[src/rtl/icr_pkg.sv]
package icr_pkg;

  localparam int DW = 64;
  localparam int CW = 32;

  typedef enum logic [2:0] {
    K_NONE, K_PLAIN, K_CLR, K_RO, K_WO, K_CYC, K_ONCE
  } kind_e;

  localparam int unsigned IX_PAL    = 8;
  localparam int unsigned IX_MEMCTL = 9;
  localparam int unsigned IX_EXCRET = 10;
  localparam int unsigned IX_EXSUM  = 22;
  localparam int unsigned IX_EXMSK  = 23;
  localparam int unsigned IX_INTID  = 24;
  localparam int unsigned IX_MMST   = 25;
  localparam int unsigned IX_CYC    = 26;
  localparam int unsigned IX_CYCCTL = 27;
  localparam int unsigned IX_TLBFL  = 28;
  localparam int unsigned IX_ICFL   = 29;
  localparam int unsigned IX_DCFL   = 30;

  function automatic kind_e kind_of(int unsigned i);
    kind_e k;
    if (i <= 21)                          k = K_PLAIN;
    else if (i == IX_EXSUM || i == IX_EXMSK) k = K_CLR;
    else if (i == IX_INTID || i == IX_MMST)  k = K_RO;
    else if (i == IX_CYC)                 k = K_CYC;
    else if (i == IX_CYCCTL)              k = K_ONCE;
    else if (i >= IX_TLBFL && i <= IX_DCFL) k = K_WO;
    else                                  k = K_NONE;
    return k;
  endfunction

  function automatic logic [DW-1:0] mask_of(int unsigned i);
    logic [DW-1:0] m;
    case (i)
      10:      m = ~64'h2;
      11, 12:  m = 64'hF;
      13, 14:  m = 64'h18;
      15:      m = 64'hFF_FFFF_0300;
      16, 17:  m = 64'hFFFF_FFFF_C000_0000;
      18, 19:  m = 64'h3F;
      20:      m = 64'h7F0;
      21:      m = 64'hFE00_0000_0000_0000;
      26:      m = 64'hFFFF_FFFF_0000_0000;
      default: m = '1;
    endcase
    return m;
  endfunction

endpackage

[src/rtl/icr_slot.sv]
module icr_slot
  import icr_pkg::*;
#(
  parameter kind_e         KIND = K_PLAIN,
  parameter logic [DW-1:0] MASK = '1,
  parameter logic [DW-1:0] RSTV = '0
) (
  input  logic          clk,
  input  logic          rst_n,
  input  logic          we,
  input  logic [DW-1:0] wd,
  output logic [DW-1:0] q
);

  always_ff @(posedge clk) begin
    if (!rst_n) begin
      q <= RSTV;
    end else if (we) begin
      case (KIND)
        K_PLAIN, K_CYC: q <= wd & MASK;
        K_CLR:          q <= '0;
        K_ONCE:         q <= DW'(1);
        default:        q <= q;
      endcase
    end
  end

endmodule

[src/rtl/icr_access.sv]
module icr_access
  import icr_pkg::*;
(
  input  logic  rd,
  input  logic  wr,
  input  kind_e kind,
  input  logic  once_set,
  output logic  err,
  output logic  commit
);

  logic bad_kind;

  always_comb begin
    bad_kind = 1'b0;
    if ((rd || wr) && kind == K_NONE) bad_kind = 1'b1;
    if (wr && kind == K_RO)           bad_kind = 1'b1;
    if (rd && kind == K_WO)           bad_kind = 1'b1;
    if (wr && kind == K_ONCE && once_set) bad_kind = 1'b1;
    err    = bad_kind || (rd && wr);
    commit = wr && !err;
  end

endmodule

[src/rtl/icr_file.sv]
module icr_file
  import icr_pkg::*;
#(
  parameter int            IDX_W        = 6,
  parameter logic [DW-1:0] PAL_BASE_RST = 64'h0000_0000_2000_0000
) (
  input  logic             clk,
  input  logic             rst_n,
  input  logic [IDX_W-1:0] idx_i,
  input  logic [DW-1:0]    wdata_i,
  input  logic             wr_i,
  input  logic             rd_i,
  input  logic [CW-1:0]    cycle_i,
  output logic [DW-1:0]    rdata_o,
  output logic             rsp_valid_o,
  output logic             err_o,
  output logic             tlb_flush_o,
  output logic             icache_flush_o,
  output logic             dcache_flush_o
);

  localparam int NSLOT = 1 << IDX_W;

  logic [DW-1:0] slot_q [NSLOT];
  kind_e         cur_kind;
  logic          acc_err, acc_commit, once_set;
  logic [DW-1:0] rd_val;

  assign cur_kind = kind_of(int'(idx_i));
  assign once_set = slot_q[IX_CYCCTL][0];

  icr_access u_access (
    .rd       (rd_i),
    .wr       (wr_i),
    .kind     (cur_kind),
    .once_set (once_set),
    .err      (acc_err),
    .commit   (acc_commit)
  );

  for (genvar g = 0; g < NSLOT; g++) begin : g_slot
    icr_slot #(
      .KIND (kind_of(g)),
      .MASK (mask_of(g)),
      .RSTV ((g == IX_PAL) ? PAL_BASE_RST :
             (g == IX_MEMCTL) ? DW'(6) : '0)
    ) u_slot (
      .clk   (clk),
      .rst_n (rst_n),
      .we    (acc_commit && (idx_i == IDX_W'(g))),
      .wd    (wdata_i),
      .q     (slot_q[g])
    );
  end

  // cycle counter: live low half joins stored high half
  always_comb begin
    rd_val = slot_q[idx_i];
    if (cur_kind == K_CYC) rd_val = {slot_q[idx_i][DW-1:CW], cycle_i};
  end

  always_ff @(posedge clk) begin
    if (!rst_n) begin
      rdata_o        <= '0;
      rsp_valid_o    <= 1'b0;
      err_o          <= 1'b0;
      tlb_flush_o    <= 1'b0;
      icache_flush_o <= 1'b0;
      dcache_flush_o <= 1'b0;
    end else begin
      rsp_valid_o    <= rd_i;
      err_o          <= acc_err;
      if (rd_i) rdata_o <= acc_err ? '0 : rd_val;
      tlb_flush_o    <= acc_commit && (idx_i == IDX_W'(IX_TLBFL));
      icache_flush_o <= acc_commit && (idx_i == IDX_W'(IX_ICFL));
      dcache_flush_o <= acc_commit && (idx_i == IDX_W'(IX_DCFL));
    end
  end

  a_r2_rsp_next: assert property (@(posedge clk) disable iff (!rst_n)
    rd_i |=> rsp_valid_o);
  a_r2_err_zero: assert property (@(posedge clk) disable iff (!rst_n)
    (rsp_valid_o && err_o) |-> (rdata_o == '0));
  a_r9_dual_access: assert property (@(posedge clk) disable iff (!rst_n)
    (rd_i && wr_i) |=> err_o);
  a_r9_ro_write: assert property (@(posedge clk) disable iff (!rst_n)
    (wr_i && cur_kind == K_RO) |=> err_o);
  a_r8_second_write: assert property (@(posedge clk) disable iff (!rst_n)
    (wr_i && cur_kind == K_ONCE && once_set) |=> (err_o && $stable(slot_q[IX_CYCCTL])));
  a_r10_flush_onehot: assert property (@(posedge clk) disable iff (!rst_n)
    $onehot0({tlb_flush_o, icache_flush_o, dcache_flush_o}));
  a_r10_flush_cause: assert property (@(posedge clk) disable iff (!rst_n)
    $rose(tlb_flush_o) |-> $past(wr_i && !rd_i));

endmodule

[config.mk]
export PLATFORM = sky130hd
export DESIGN_NAME = icr_file
export DESIGN_NICKNAME = d
export VERILOG_FILES = /design/src/rtl/icr_pkg.sv /design/src/rtl/icr_slot.sv /design/src/rtl/icr_access.sv /design/src/rtl/icr_file.sv
export SDC_FILE = /design/constraint.sdc
export NUM_CORES = 2
export LEC_CHECK = 0
export BUFFER_PORTS_ARGS = -buffer_cell sky130_fd_sc_hd__buf_2
export CORE_ASPECT_RATIO = 0.5
export CORE_MARGIN = 4
export CORE_UTILIZATION = 40
export DETAILED_ROUTE_END_ITERATION = 8
export GPL_ROUTABILITY_DRIVEN = 0
export PLACE_DENSITY_LB_ADDON = 0.15
export SLEW_MARGIN = 30
export SYNTH_ARGS = -nofsm -noshare
export SYNTH_HDL_FRONTEND = slang
export SYNTH_HIERARCHICAL = 1
export SYNTH_SLANG_ARGS = --single-unit
[constraint.sdc]
create_clock -name clk -period 4 [get_ports clk]
set_input_delay 0.8 -clock clk [delete_from_list [all_inputs] [get_ports clk]]
set_output_delay 0.8 -clock clk [all_outputs]
set_load 0.02 [all_outputs]
Word level (Yosys, flattened, before mapping)
Index checks and enable logic that the tools add are counted.

word-level totals
  register bits after elaboration = 937
  word-level logic and storage cells = 126

operators by class
  magnitude comparators = 4
  equal/unequal tests = 34
  muxes and demuxes = 15
  bitwise gates (word level) = 1
  reduce and logical (&&, ||, !) cells = 42

operator list
  cell                                                                                 number
  64-bit binary-select mux with 6-bit select                                           1
  64-bit two-way mux                                                                   3
  6-bit by 5-bit == test with 1-bit output, second input constant                      15
  6-bit by 4-bit == test with 1-bit output, second input constant                      8
  1-bit logical AND                                                                    35
  32-bit two-way mux                                                                   1
  6-bit by 3-bit == test with 1-bit output, second input constant                      4
  3-bit two-way mux                                                                    6
  6-bit by 2-bit == test with 1-bit output, second input constant                      2
  6-bit by 5-bit less-or-equal comparator with 1-bit output, second input constant     2
  3-bit == test, second input constant                                                 3
  7-bit greater-or-equal comparator, second input constant                             1
  6-bit inverter with 7-bit output                                                     1
  6-bit by 1-bit == test with 1-bit output, second input constant                      1
  6-bit by 5-bit greater-or-equal comparator with 1-bit output, second input constant  1
  6-bit logical NOT                                                                    1
  1-bit logical OR                                                                     4
  1-bit two-way mux                                                                    4
  3-bit by 2-bit == test with 1-bit output, second input constant                      1
  3-bit logical NOT                                                                    1
  1-bit logical NOT                                                                    1

Depth between registers and ports, before layout
  depth in word-level cells = 18
  gate-level depth with buffers = 19
  mapped depth without buffers = 12

Hierarchy
Netlist, hierarchy kept.

modules (own cells, without submodules)
  module                             times used  cells an instance  area each (um^2)  seq. area each (um^2)
  icr_file                           1           2728               33613.5           1381.3
  icr_slot at g_slot[0].u_slot ...   8           206                2451.1            1281.2
  icr_slot at g_slot[22].u_slot ...  40          65                 484.2             0.0
  icr_slot at g_slot[16].u_slot ...  2           140                1545.2            680.7
  icr_slot at g_slot[10].u_slot      1           204                2451.1            1261.2
  icr_slot at g_slot[8].u_slot       1           206                2448.6            1281.2
  icr_slot at g_slot[9].u_slot       1           206                2446.1            1281.2
  icr_slot at g_slot[26].u_slot      1           136                1487.7            640.6
  icr_slot at g_slot[20].u_slot ...  2           80                 696.9             140.1
  icr_slot at g_slot[18].u_slot ...  2           78                 668.1             120.1
  icr_slot at g_slot[15].u_slot      1           122                1291.2            520.5
  icr_slot at g_slot[11].u_slot ...  2           74                 610.6             80.1
  icr_slot at g_slot[13].u_slot ...  2           69                 541.8             40.0
  icr_slot at g_slot[27].u_slot      1           66                 504.2             20.0
  icr_access                         1           6                  46.3              0.0

Least setup slack after synthesis
OpenSTA, ideal clock, no wires.

  path type = in2reg
  from = input idx_i[2]
  to = register g_slot[3].u_slot.q[10]
  library setup time = 116 ps
  data arrival time = 4185 ps
  data required time = 3884 ps
  path slack = -301 ps
  stages on the path = 17
  path buffers = 7
  path through = clkbuf_1 > clkbuf_1 > nor2b_1 > clkbuf_1 > buf_1 > a22oi_1 > nor2b_1 > xor2_1 > o21ai_1 > nor3b_1 > nand2_1 > clkbuf_1 > nor3_1 > buf_6 > buf_8 > mux2i_1 > nor2b_1

on the way
  elaborated cells on any way between the ends = 36
  classes of those cells = 3 x order compare; 10 x eq/ne; 10 x mux; 13 x reduce/logical

RTL lines
  what                                      line              source
  from (decl)                               icr_file.sv:9     input logic [IDX_W-1:0] idx_i,
  6-bit by 5-bit == test with 1-bit output  icr_pkg.sv:29     else if (i == IX_CYCCTL) k = K_ONCE;
  3-bit two-way mux                         icr_pkg.sv:29
  3-bit two-way mux                         icr_pkg.sv:28     else if (i == IX_CYC) k = K_CYC;
  3-bit two-way mux                         icr_pkg.sv:27     else if (i == IX_INTID || i == IX_MMST) k = K_RO;
  3-bit two-way mux                         icr_pkg.sv:26     else if (i == IX_EXSUM || i == IX_EXMSK) k = K_CLR;
  3-bit two-way mux (*)                     icr_pkg.sv:25     if (i <= 21) k = K_PLAIN;
  net cur_kind[1]                           icr_file.sv:25    kind_e cur_kind;
  3-bit logical NOT                         icr_access.sv:16  if ((rd || wr) && kind == K_NONE) bad_kind = 1'b1;
  (+2 left out)                             -
  1-bit two-way mux                         icr_access.sv:17  if (wr && kind == K_RO) bad_kind = 1'b1;
  1-bit two-way mux                         icr_access.sv:18  if (rd && kind == K_WO) bad_kind = 1'b1;
  1-bit two-way mux (*)                     icr_access.sv:19  if (wr && kind == K_ONCE && once_set) bad_kind = 1'b1;
  1-bit logical OR (*)                      icr_access.sv:20  err = bad_kind || (rd && wr);
  1-bit logical NOT (*)                     icr_access.sv:21  commit = wr && !err;
  1-bit logical AND (*)                     icr_access.sv:21
  net acc_commit                            icr_file.sv:26    logic acc_err, acc_commit, once_set;
  1-bit logical AND (*)                     icr_file.sv:50    .we (acc_commit && (idx_i == IDX_W'(g))),
  to (signal assigned)                      icr_slot.sv:20    K_PLAIN, K_CYC: q <= wd & MASK;
  to (signal assigned)                      icr_slot.sv:23    default: q <= q;
  to (decl)                                 icr_slot.sv:12    output logic [DW-1:0] q

Mark *: on every way through the listed nets, which the timed path passes. The rest lies on a longest branch.
A chain may end at the register's enable or synchronous reset.

Worst setup path in the final report
  from = input idx_i[0]
  to = register rdata_o[31]

on the way
  longest elaborated chain between the ends = 16
  elaborated cells on any way between the ends = 39
  classes of those cells = 3 x order compare; 10 x eq/ne; 15 x mux; 1 x bitwise; 10 x reduce/logical

ends and longest elaborated chain
  what                                                                                                                                              line              source
  6-bit by 5-bit greater-or-equal comparator with 1-bit output / 6-bit by 5-bit less-or-equal comparator with 1-bit output (equally long branches)  icr_pkg.sv:30     else if (i >= IX_TLBFL && i <= IX_DCFL) k = K_WO;
  1-bit logical AND                                                                                                                                 icr_pkg.sv:30
  3-bit two-way mux                                                                                                                                 icr_pkg.sv:30
  3-bit two-way mux                                                                                                                                 icr_pkg.sv:29
  3-bit two-way mux                                                                                                                                 icr_pkg.sv:28
  3-bit two-way mux                                                                                                                                 icr_pkg.sv:27
  3-bit two-way mux                                                                                                                                 icr_pkg.sv:26
  3-bit two-way mux                                                                                                                                 icr_pkg.sv:25
  3-bit logical NOT                                                                                                                                 icr_access.sv:16
  1-bit logical AND                                                                                                                                 icr_access.sv:16
  1-bit two-way mux                                                                                                                                 icr_access.sv:16
  1-bit two-way mux                                                                                                                                 icr_access.sv:17
  1-bit two-way mux                                                                                                                                 icr_access.sv:18
  1-bit two-way mux                                                                                                                                 icr_access.sv:19
  1-bit logical OR                                                                                                                                  icr_access.sv:20
  64-bit two-way mux (*)                                                                                                                            icr_file.sv:73    if (rd_i) rdata_o <= acc_err ? '0 : rd_val;
  to (signal assigned)                                                                                                                              icr_file.sv:73
  to (decl)                                                                                                                                         icr_file.sv:14    output logic [DW-1:0] rdata_o,

Every way passes the cells marked *; elsewhere a longest branch is shown, timed or not. The select of a mux whose other input is x is not followed.

==> Implementation_results.wiki <==
{| class="wikitable"
! Metric !! Value
|-
| Result of the run || completed
|-
| Count of pins over their slew limit || 0
|-
| Share of power burned in the clock network || 42.8%
|-
| Routed WL || 213000 um
|-
| Clock skew || 67.9 ps
|-
| Area of the multi-input gates || 0.0567 mm2
|-
| Leakage power summed over all cells || 33.2 nW
|-
| CTS tree || done
|-
| Count of input and output buffers || 174
|-
| First-pass GRT wire length || 325000 um
|-
| WHS Endpoint || rdata_o[6]$_SDFFE_PN0P_
|-
| Routed wire length per instance || 18.2 um
|-
| Final Cell Area || 0.0864 mm2
|-
| Pin count of the biggest net entering global routing || 252
|-
| Number of warnings reported in the yosys synthesis log || 6
|-
| Clock transition at the register clock pins on the worst setup and hold paths after CTS || 70 ps
|-
| Total I/O pin count || 175
|-
| Via density per instance || 4.39
|-
| Total gr overflow || 0
|-
| Number of remaining DRC errors || 0
|-
| Cell-internal power || 16.9 mW
|-
| Synthesized instance count || 8760
|-
| Netlist Area Pre-Place || 0.0912 mm2
|-
| Final Net Count || 8730
|-
| Area growth from synthesis to layout || -5.29%
|-
| Number of levels the H-tree was split into || 3
|-
| Power per cell area || 273 mW/mm2
|-
| Unrepaired setup endpoints after global routing || false
|-
| Maximum frequency from static timing analysis || 317 MHz
|-
| DR vias || 51500
|-
| Crit path required time || 4590 ps
|-
| R2R cell count || 5
|-
| Floorplan die height || 346 um
|-
| Max Cap Viol || 0
|-
| First drt pass iteration count || 5
|-
| Critical Path Max Stage Delay || 710 ps
|-
| Register-to-register path setup slack || 1370 ps
|-
| Total die area || 0.236 mm2
|-
| Hold-fix buffers at CTS || 0
|-
| Arrival time of the worst setup path || 3740 ps
|-
| Via count of the first global-routing pass || 50600
|-
| Kind of start point of the critical path || input pin
|-
| Post-synthesis area per instance || 10.4 um2
|-
| Area of the core || 0.226 mm2
|-
| Area of placed instances || 0.0827 mm2
|-
| Critical path's top delay family || compound AO/OA/AOI/OAI gates
|-
| Antenna Violating Nets Remaining || 0
|-
| Total half-perimeter wirelength after legalization and detailed placement || 135000 um
|-
| Die W || 683 um
|-
| Layout cells sized above 1 || 17.3%
|-
| Clock sink count || 937
|-
| Critical-path cell with the highest stage delay || sky130_fd_sc_hd__a221oi_1
|-
| Clock period minus final worst setup slack || 3160 ps
|-
| Hold Path Class || input pin to flip-flop
|-
| Area taken by flip-flops and latches || 0.0188 mm2
|-
| Buffers and inverters on the worst path || 2
|-
| Count of cells along the worst hold path || 4
|-
| Worst slack at placement || 93.4 ps
|-
| Fraction of power consumed by sequential logic || 40.0%
|-
| Most common cell after layout, fill and taps aside || sky130_fd_sc_hd__conb_1
|-
| Starting density of the core || 40.4%
|-
| Reg-to-reg endpoint || rdata_o[31]$_SDFFE_PN0P_
|-
| Worst-case vdd ir drop || 0.376 mV
|-
| Total power after layout || 23.6 mW
|-
| Violation count after the first detailed-route iteration || 3145
|-
| Net Switching || 6.61 mW
|-
| Maximum buffer depth of the clock tree || 3
|-
| Comb pwr share || 17.2%
|-
| Fill cell instance count of the final layout || 22900
|-
| Number of gates given a new drive strength after cts || 0
|-
| Critical path cell sequence || buf_12, buf_12, mux4_2, a22o_1, a221oi_1, a31oi_1, or4_1
|-
| Launch point of the worst path || idx_i[0]
|-
| # setup viols final || 0
|-
| Worst setup EP type || flip-flop
|-
| Number of placement rows || 123
|-
| Number of buffers inserted by post-CTS setup repair || 0
|-
| Final hold violation count || 0
|-
| Min-delay src || cycle_i[6]
|-
| Net Sw Frac || 28.1%
|-
| Sum Neg Setup Slack || 0 ps
|-
| Cell repeated most along the worst path || sky130_fd_sc_hd__buf_12
|-
| Category of the critical setup timing path || input pin to flip-flop
|-
| Antenna violations before repair || 52
|-
| Share of the cycle needed by the critical path after routing || 78.9%
|-
| Overall track demand over capacity in global routing || 17.9%
|-
| Commonest non-fill, non-tap cells in the layout || 3228 x sky130_fd_sc_hd__conb_1, 1190 x sky130_fd_sc_hd__mux2i_1, 937 x sky130_fd_sc_hd__dfxtp_1, 894 x sky130_fd_sc_hd__mux4_2, 868 x sky130_fd_sc_hd__nor2b_1
|-
| Final worst hold slack || 415 ps
|-
| R2R Path Start || g_slot[7].u_slot/q[31]$_SDFFE_PN0P_
|-
| Rel. slew slack || 38.0%
|-
| Clock buffer count from CTS || 103
|-
| Master cell of the clock root buffer || sky130_fd_sc_hd__clkbuf_16
|-
| Largest fanout of any net on the critical path || 57
|-
| Slew @ Worst Pin || 930 ps
|-
| Clock insertion delay at the later pin of the skew report || 740 ps
|-
| Worst setup slack after layout || 844 ps
|}
-- through the flow --
step	cells	utilization (%)
floorplan	11900	-
global placement	11500	36.6
detailed placement	11500	36.6
CTS	11700	38.2
global route	11700	38.2
finish	11700	38.3
-- per-layer routing --
layer  up-vias  wire length [um]  global-route usage (%)
li1      24700                 -                       -
met1     25900            104000                    25.8
met2       690             94100                    27.9
met3       223             10200                    3.15
met4        14              4450                    4.01
met5         -                81                       0
-- worst max path at each step --
stage                                     endpoint  slack [ps]  depth (start not counted)
2_1_floorplan  g_slot[3].u_slot/q[10]$_SDFFE_PN0P_          20                         18
3_3_place_gp              rdata_o[32]$_SDFFE_PN0P_          80                         13
3_5_place_dp              rdata_o[32]$_SDFFE_PN0P_          90                         11
4_1_cts                   rdata_o[32]$_SDFFE_PN0P_         900                         13
5_1_grt                   rdata_o[27]$_SDFFE_PN0P_         680                         14
6_report                  rdata_o[31]$_SDFFE_PN0P_         840                          7
-- worst min-delay path, cell delays in order --
cell	delay [ps]
sky130_fd_sc_hd__buf_2	70
sky130_fd_sc_hd__a22oi_1	60
sky130_fd_sc_hd__nand2_1	60
sky130_fd_sc_hd__or4_1	90
-- state kept, by name (all words and copies together), names as in the netlist --
| signal | count |
|---|---|
| g_slot.u_slot/q | 868 |
| rdata_o | 64 |
| dcache_flush_o | 1 |
| err_o | 1 |
| icache_flush_o | 1 |
| rsp_valid_o | 1 |
| tlb_flush_o | 1 |
-- power groups by stage --
stage	combinational (mW)	sequential (mW)	clock, mW
after detailed placement	3.93	9.64	0
after CTS	3.94	9.43	10.4
final	4.05	9.43	10.1
after global routing	4.49	9.43	10.8
after floorplan	5.27	9.66	0
after global placement	3.94	9.64	0
-- layout make-up --
cell class / count / share of cell area, %
antenna: 15 / 0.0435
clock buffer: 144 / 3.37
clock inverter: 38 / 0.682
multi-input combinational: 7183 / 65.7
sequential: 937 / 21.7
tap: 3000 / 4.35
timing repair buffer: 399 / 4.17
(Power assumes the default switching activity.)
